==> config.mk <==
export PLATFORM = sky130hd
export DESIGN_NAME = addr_walker
export DESIGN_NICKNAME = d
export VERILOG_FILES = /design/src/rtl/aw_pkg.sv /design/src/rtl/aw_step.sv /design/src/rtl/aw_count.sv /design/src/rtl/addr_walker.sv
export SDC_FILE = /design/constraint.sdc
export NUM_CORES = 1
export LEC_CHECK = 0
export BUFFER_PORTS_ARGS = -buffer_cell sky130_fd_sc_hd__buf_2
export CAP_MARGIN = 20
export CELL_PAD_IN_SITES_DETAIL_PLACEMENT = 0
export CELL_PAD_IN_SITES_GLOBAL_PLACEMENT = 1
export CORE_ASPECT_RATIO = 1.5
export CORE_UTILIZATION = 39
export CTS_CLUSTER_SIZE = 24
export DETAILED_ROUTE_END_ITERATION = 6
export GPL_TIMING_DRIVEN = 0
export PLACE_DENSITY = 0.88
export SYNTH_ARGS = -nofsm -noshare
export SYNTH_HDL_FRONTEND = slang
export SYNTH_SLANG_ARGS = --single-unit
export TNS_END_PERCENT = 20
==> constraint.sdc <==
create_clock -name clk -period 11.26 [get_ports clk]
set_clock_uncertainty 0.1 [all_clocks]
set_input_delay 1.689 -clock clk [delete_from_list [all_inputs] [get_ports clk]]
set_output_delay 1.689 -clock clk [all_outputs]
set_load 0.05 [all_outputs]
==> src/rtl/aw_pkg.sv <==
package aw_pkg;

    localparam int ADDR_W_DEF = 32;
    localparam int CNT_W_DEF  = 16;
    localparam int EIDX_W_DEF = 16;
    localparam int FIDX_W_DEF = 32;

    typedef enum logic [1:0] {
        SZ_BYTE     = 2'd0,
        SZ_HALF     = 2'd1,
        SZ_WORD     = 2'd2,
        SZ_WORD_ALT = 2'd3
    } size_code_e;

    typedef enum logic {
        WALK_IDLE = 1'b0,
        WALK_RUN  = 1'b1
    } walk_state_e;

    function automatic logic [2:0] elem_bytes(input logic [1:0] code);
        logic [2:0] b;
        case (size_code_e'(code))
            SZ_BYTE: b = 3'd1;
            SZ_HALF: b = 3'd2;
            default: b = 3'd4;
        endcase
        return b;
    endfunction

endpackage

==> src/rtl/aw_step.sv <==
module aw_step #(
    parameter int AW  = 32,
    parameter int EIW = 16,
    parameter int FIW = 32
) (
    input  logic [2:0]     es,
    input  logic           dbl,
    input  logic           frame_end,
    input  logic [EIW-1:0] ei,
    input  logic [FIW-1:0] fi,
    output logic [AW-1:0]  step
);
    logic [AW-1:0] ei_x;
    logic [AW-1:0] fi_x;
    logic [AW-1:0] es_x;

    generate
        if (EIW < AW) begin : g_ei_ext
            assign ei_x = {{(AW-EIW){ei[EIW-1]}}, ei};
        end else begin : g_ei_cut
            assign ei_x = ei[AW-1:0];
        end
        if (FIW < AW) begin : g_fi_ext
            assign fi_x = {{(AW-FIW){fi[FIW-1]}}, fi};
        end else begin : g_fi_cut
            assign fi_x = fi[AW-1:0];
        end
    endgenerate

    assign es_x = {{(AW-3){1'b0}}, es};

    always_comb begin
        if (dbl) begin
            step = es_x - {{(AW-1){1'b0}}, 1'b1} + (frame_end ? fi_x : ei_x);
        end else begin
            step = es_x;
        end
    end
endmodule

==> src/rtl/aw_count.sv <==
module aw_count #(
    parameter int CW = 16
) (
    input  logic          clk,
    input  logic          rst,
    input  logic          load,
    input  logic          adv,
    input  logic [CW-1:0] ne,
    input  logic [CW-1:0] nf,
    output logic          frame_end,
    output logic          block_end
);
    typedef struct packed {
        logic [CW-1:0] epos;
        logic [CW-1:0] fpos;
        logic [CW-1:0] elim;
        logic [CW-1:0] flim;
    } pos_t;

    pos_t pos_q;

    function automatic logic [CW-1:0] limit_of(input logic [CW-1:0] n);
        return (n == '0) ? '0 : n - {{(CW-1){1'b0}}, 1'b1};
    endfunction

    assign frame_end = (pos_q.epos == pos_q.elim);
    assign block_end = frame_end && (pos_q.fpos == pos_q.flim);

    always_ff @(posedge clk) begin
        if (rst) begin
            pos_q <= '0;
        end else if (load) begin
            pos_q.epos <= '0;
            pos_q.fpos <= '0;
            pos_q.elim <= limit_of(ne);
            pos_q.flim <= limit_of(nf);
        end else if (adv) begin
            if (frame_end) begin
                pos_q.epos <= '0;
                pos_q.fpos <= pos_q.fpos + {{(CW-1){1'b0}}, 1'b1};
            end else begin
                pos_q.epos <= pos_q.epos + {{(CW-1){1'b0}}, 1'b1};
            end
        end
    end
endmodule

==> src/rtl/addr_walker.sv <==
module addr_walker #(
    parameter int AW  = aw_pkg::ADDR_W_DEF,
    parameter int CW  = aw_pkg::CNT_W_DEF,
    parameter int EIW = aw_pkg::EIDX_W_DEF,
    parameter int FIW = aw_pkg::FIDX_W_DEF
) (
    input  logic           clk,
    input  logic           rst,
    input  logic           start,
    input  logic [AW-1:0]  start_addr,
    input  logic [1:0]     size_code,
    input  logic           dbl_mode,
    input  logic [CW-1:0]  elem_count,
    input  logic [CW-1:0]  frame_count,
    input  logic [EIW-1:0] elem_step,
    input  logic [FIW-1:0] frame_step,
    output logic           busy,
    output logic           addr_valid,
    input  logic           addr_ready,
    output logic [AW-1:0]  addr_out,
    output logic           last_elem,
    output logic           last_block
);
    import aw_pkg::*;

    typedef struct packed {
        logic [2:0]     es;
        logic           dbl;
        logic [EIW-1:0] ei;
        logic [FIW-1:0] fi;
    } cfg_t;

    walk_state_e   state_q;
    cfg_t          cfg_q;
    logic [AW-1:0] addr_q;
    logic [AW-1:0] step;
    logic          accept;
    logic          fire;
    logic          frame_end;
    logic          block_end;
    logic [2:0]    es_q;
    logic          dbl_q;

    assign busy   = (state_q == WALK_RUN);
    assign accept = !busy && start;
    assign fire   = busy && addr_ready;
    assign es_q   = cfg_q.es;
    assign dbl_q  = cfg_q.dbl;

    aw_count #(.CW(CW)) u_count (
        .clk       (clk),
        .rst       (rst),
        .load      (accept),
        .adv       (fire),
        .ne        (elem_count),
        .nf        (frame_count),
        .frame_end (frame_end),
        .block_end (block_end)
    );

    aw_step #(.AW(AW), .EIW(EIW), .FIW(FIW)) u_step (
        .es        (cfg_q.es),
        .dbl       (cfg_q.dbl),
        .frame_end (frame_end),
        .ei        (cfg_q.ei),
        .fi        (cfg_q.fi),
        .step      (step)
    );

    always_ff @(posedge clk) begin
        if (rst) begin
            state_q <= WALK_IDLE;
            cfg_q   <= '0;
            addr_q  <= '0;
        end else if (accept) begin
            state_q   <= WALK_RUN;
            cfg_q.es  <= elem_bytes(size_code);
            cfg_q.dbl <= dbl_mode;
            cfg_q.ei  <= elem_step;
            cfg_q.fi  <= frame_step;
            addr_q    <= start_addr;
        end else if (fire) begin
            if (block_end) begin
                state_q <= WALK_IDLE;
            end else begin
                addr_q <= addr_q + step;
            end
        end
    end

    assign addr_valid = busy;
    assign addr_out   = addr_q;
    assign last_elem  = busy && frame_end;
    assign last_block = busy && block_end;
endmodule

==> impl_metrics.py <==
metrics = {
    "logic_synthesis": {
        "yosysTopAreaCell": "sky130_fd_sc_hd__dfxtp_1",
        "synth_cell_types": 63,
        "synth_sequential_area_ratio_pct": 30.1,
        "netlist.area_leader.share_pct": 30.1,
        "avgSynthCellArea_um2": 7.67,
        "synth_commonest_cells": "233 x sky130_fd_sc_hd__nand2_1, 149 x sky130_fd_sc_hd__dfxtp_1, 124 x sky130_fd_sc_hd__a21oi_1",
        "synth_edf_count": 0,
        "netlist_top_cells_area": "sky130_fd_sc_hd__dfxtp_1 30%, sky130_fd_sc_hd__nand2_1 8.8%, sky130_fd_sc_hd__ha_1 8.5%",
        "seq_cells_post_synth": 149,
        "async_reset_ff_share_pct": 0,
        "syn_inst": 1294,
        "yosysMostFrequentCell": "sky130_fd_sc_hd__nand2_1",
        "yosys_warnings": 0,
        "yosys_most_used_dff": "sky130_fd_sc_hd__dfxtp_1",
        "syn-num-nets": 1482,
        "netlist_area_um2": 9920,
    },
    "cts": {
        "max_root_sink_buffers": 2,
        "root_buffer": "sky130_fd_sc_hd__clkbuf_16",
        "cts_hold_buffers": 0,
        "cts_resized": 0,
        "tritoncts.num_buffers": 17,
        "cts.clk_slew.worst_paths_ns": 0.07,
        "cts.repair_timing.setup_buffer_count": 0,
        "tritoncts_clock_tree": "done",
        "worstSkewPairLatency_ns": 0.43,
        "numClockSinks": 149,
        "ctsHtreeMaxLevel": 4,
    },
    "timing": {
        "max_freq_mhz": 137,
        "rsz0062_at_grt": "no",
        "min_period_over_period_pct": 65.0,
        "post_layout_minimum_cycle_time_ns": 7.31,
        "worst_pin_slew_ns": 0.856,
        "timing.final.max_slew_violations": 0,
        "setup_total_negative_slack_ns": 0,
        "hold_viol_final": 0,
        "slew_headroom_pct": 42.9,
        "final-setup-viol-count": 0,
    },
    "drt": {
        "ant_nets": 0,
        "route.detailed.wl_per_inst_um": 15.9,
        "routed_via_density": 5.27,
        "post-route-drc-count": 2,
        "initialDrtViolationCount": 419,
        "detail_route.first_pass.iterations": 7,
        "vias": 9541,
        "totalWireLength_um": 28800,
    },
    "status": {
        "violations": "design-rule violations",
        "outcome": "finished, violations left",
    },
    "critical_path": {
        "crit_family": "compound AO/OA/AOI/OAI gates",
        "reg2regPathDepth": 28,
        "crit_path_end_kind": "flop",
        "critical_path.startpoint_type": "flop",
        "critical_path_class": "reg2reg",
        "critPathSlowestCell": "sky130_fd_sc_hd__buf_1",
        "number_of_buffers_and_inverters_on_the_critical_path": 3,
        "critical-path-max-stage-delay_ns": 0.47,
        "worst-path-stages": 28,
        "timing.critical_path.mode_cell": "sky130_fd_sc_hd__a21oi_1",
        "critical_path.max_fanout": 10,
        "cp_data_required_time_ns": 11.48,
        "timing.critical_path.arrival_ns": 7.54,
    },
    "placed_design": {
        "gpl.final_weighted_congestion": 0.974,
        "sum_of_net_half_perimeters_after_detailed_placement_um": 23100,
        "placement.io_buffers": 154,
        "placedCellCount": 1778,
    },
    "grt": {
        "grt_pass1_vias": 9422,
        "wire_length_of_the_first_global_routing_pass_um": 46200,
        "global_route.overflow_total": 0,
        "grt_usage_pct": 22.7,
        "largest_net_degree_at_the_start_of_global_routing": 17,
        "antenna_found_initial": 0,
    },
    "layout": {
        "insertedDiodeCount": 0,
        "nNetsFinal": 1657,
        "synthToLayoutAreaGrowth_pct": 18.3,
        "layoutNonFillerInstCount": 1810,
        "share_of_post_route_cells_with_drive_strength_above_1_pct": 15.3,
    },
    "min_path": {
        "min-delay-path-class": "reg2reg",
        "timing.hold.worst_path_depth": 2,
    },
    "run": {
        "max_cap_viol_count": 0,
    },
    "floorplanning": {
        "ioPinCount": 155,
        "die_area_um2": 26100,
        "core.rowCount": 71,
        "start_util_pct": 39.6,
        "die-width_um": 132,
        "dieHeight_um": 197,
        "fp.coreArea_um2": 25100,
    },
    "power_and_ir_drop": {
        "power_density_nw_per_um2": 142,
        "static-leakage-power_nw": 5.12,
        "power.ir.vdd_worst_uv": 117,
    },
}
==> power by group <==
| part | total (mW) | switching (mW) | internal [mW] |
|---|---|---|---|
| logic | 0.491 | 0.299 | 0.193 |
| registers | 0.578 | 0.0214 | 0.556 |
| clock network | 0.601 | 0.240 | 0.361 |
| total | 1.67 | 0.560 | 1.11 |
==> area by class of cell <==
cell class              instances  area, um^2
clock buffers                  21         460
multi-input cells            1061        6610
clock inverters                11         149
inverters                      24        90.1
flip-flops and latches        149        2980
fillers                      2576       13300
well taps                     328         410
plain buffers                  60         245
repair buffers                156         793
==> worst paths after layout <==
check,startpoint,endpoint,slack (ns)
worst max-delay path,u_count.pos_q[53],addr_out[28],3.95
worst min-delay path,cfg_q[11],cfg_q[11],0.35
worst max register to register,u_count.pos_q[53],addr_out[28],3.95
worst min register to register,cfg_q[11],cfg_q[11],0.35
==> registers in the layout, summed over array words and instances (netlist names) <==
signal	flops
es_q	3
cfg_q	48
addr_valid	1
u_count.pos_q	64
dbl_q	1
addr_out	32
==> through the flow <==
| stage | setup WS [ns] | util (%) | instance area, um^2 | power [mW] | hold WS, ns |
|---|---|---|---|---|---|
| after floorplan | 4.70 | - | 9920 | 0.948 | 0.333 |
| after global placement | 3.25 | 44.3 | 11100 | 1.07 | 0.340 |
| after detailed placement | 3.99 | 44.4 | 11100 | 1.08 | 0.343 |
| after CTS | 3.92 | 46.9 | 11700 | 1.68 | 0.352 |
| after global routing | 3.44 | 46.9 | 11700 | 1.76 | 0.367 |
| final | 3.95 | 46.9 | 11700 | 1.67 | 0.350 |
==> layout by cell type (no fill, tap or decap), types with 4 or more instances in the layout <==
cell,n
sky130_fd_sc_hd__dfxtp_1,149
sky130_fd_sc_hd__xnor2_1,74
sky130_fd_sc_hd__a211o_1,4
sky130_fd_sc_hd__nor2b_1,8
sky130_fd_sc_hd__inv_1,22
sky130_fd_sc_hd__buf_4,4
sky130_fd_sc_hd__and3_1,19
sky130_fd_sc_hd__nand2_1,233
sky130_fd_sc_hd__o21ai_0,82
sky130_fd_sc_hd__nor2_1,109
sky130_fd_sc_hd__o31ai_1,5
sky130_fd_sc_hd__nor3_1,29
sky130_fd_sc_hd__nand2b_1,14
sky130_fd_sc_hd__mux2i_1,13
sky130_fd_sc_hd__o211ai_1,7
sky130_fd_sc_hd__mux2_2,17
sky130_fd_sc_hd__buf_2,158
sky130_fd_sc_hd__xor2_1,54
sky130_fd_sc_hd__or4_1,5
sky130_fd_sc_hd__and4_1,4
sky130_fd_sc_hd__a311oi_1,7
sky130_fd_sc_hd__a21oi_1,124
sky130_fd_sc_hd__a211oi_1,19
sky130_fd_sc_hd__o21a_1,6
sky130_fd_sc_hd__ha_1,67
sky130_fd_sc_hd__and2_1,7
sky130_fd_sc_hd__or3_1,14
sky130_fd_sc_hd__a21o_1,33
sky130_fd_sc_hd__nand3_1,24
sky130_fd_sc_hd__clkbuf_1,52
sky130_fd_sc_hd__clkbuf_16,17
sky130_fd_sc_hd__a31oi_1,8
sky130_fd_sc_hd__nand4_1,19
sky130_fd_sc_hd__nor4_1,9
==> cell families after synthesis <==
family / synth area share [%]
and+or+nand+nor: 23.3
AOI/OAI and AO/OA: 19.8
DFF: 30.1
xor gates and xnor gates: 11.3
buffers and inverters: 3.38
adders and majority gates: 8.85
muxes: 3.24
==> per-layer routing <==
metal | up-vias | track usage, % | wire [um]
li1 | 4905 | - | -
met1 | 4335 | 24.0 | 11700
met2 | 235 | 43.8 | 14900
met3 | 66 | 2.87 | 1020
met4 | 0 | 10.9 | 1170
met5 | - | 0 | 0
==> worst register-to-register path, delay by kind of cell (launching register included) <==
family / cells / cell delay, ns
xor+xnor: 2 / 0.38
mux: 2 / 0.65
flops: 1 / 0.29
buf+inv: 3 / 0.97
fa+ha+maj: 2 / 0.72
compound gates: 10 / 2.50
simple gates: 9 / 1.59
No activity file was read; power rests on OpenSTA's default activity.
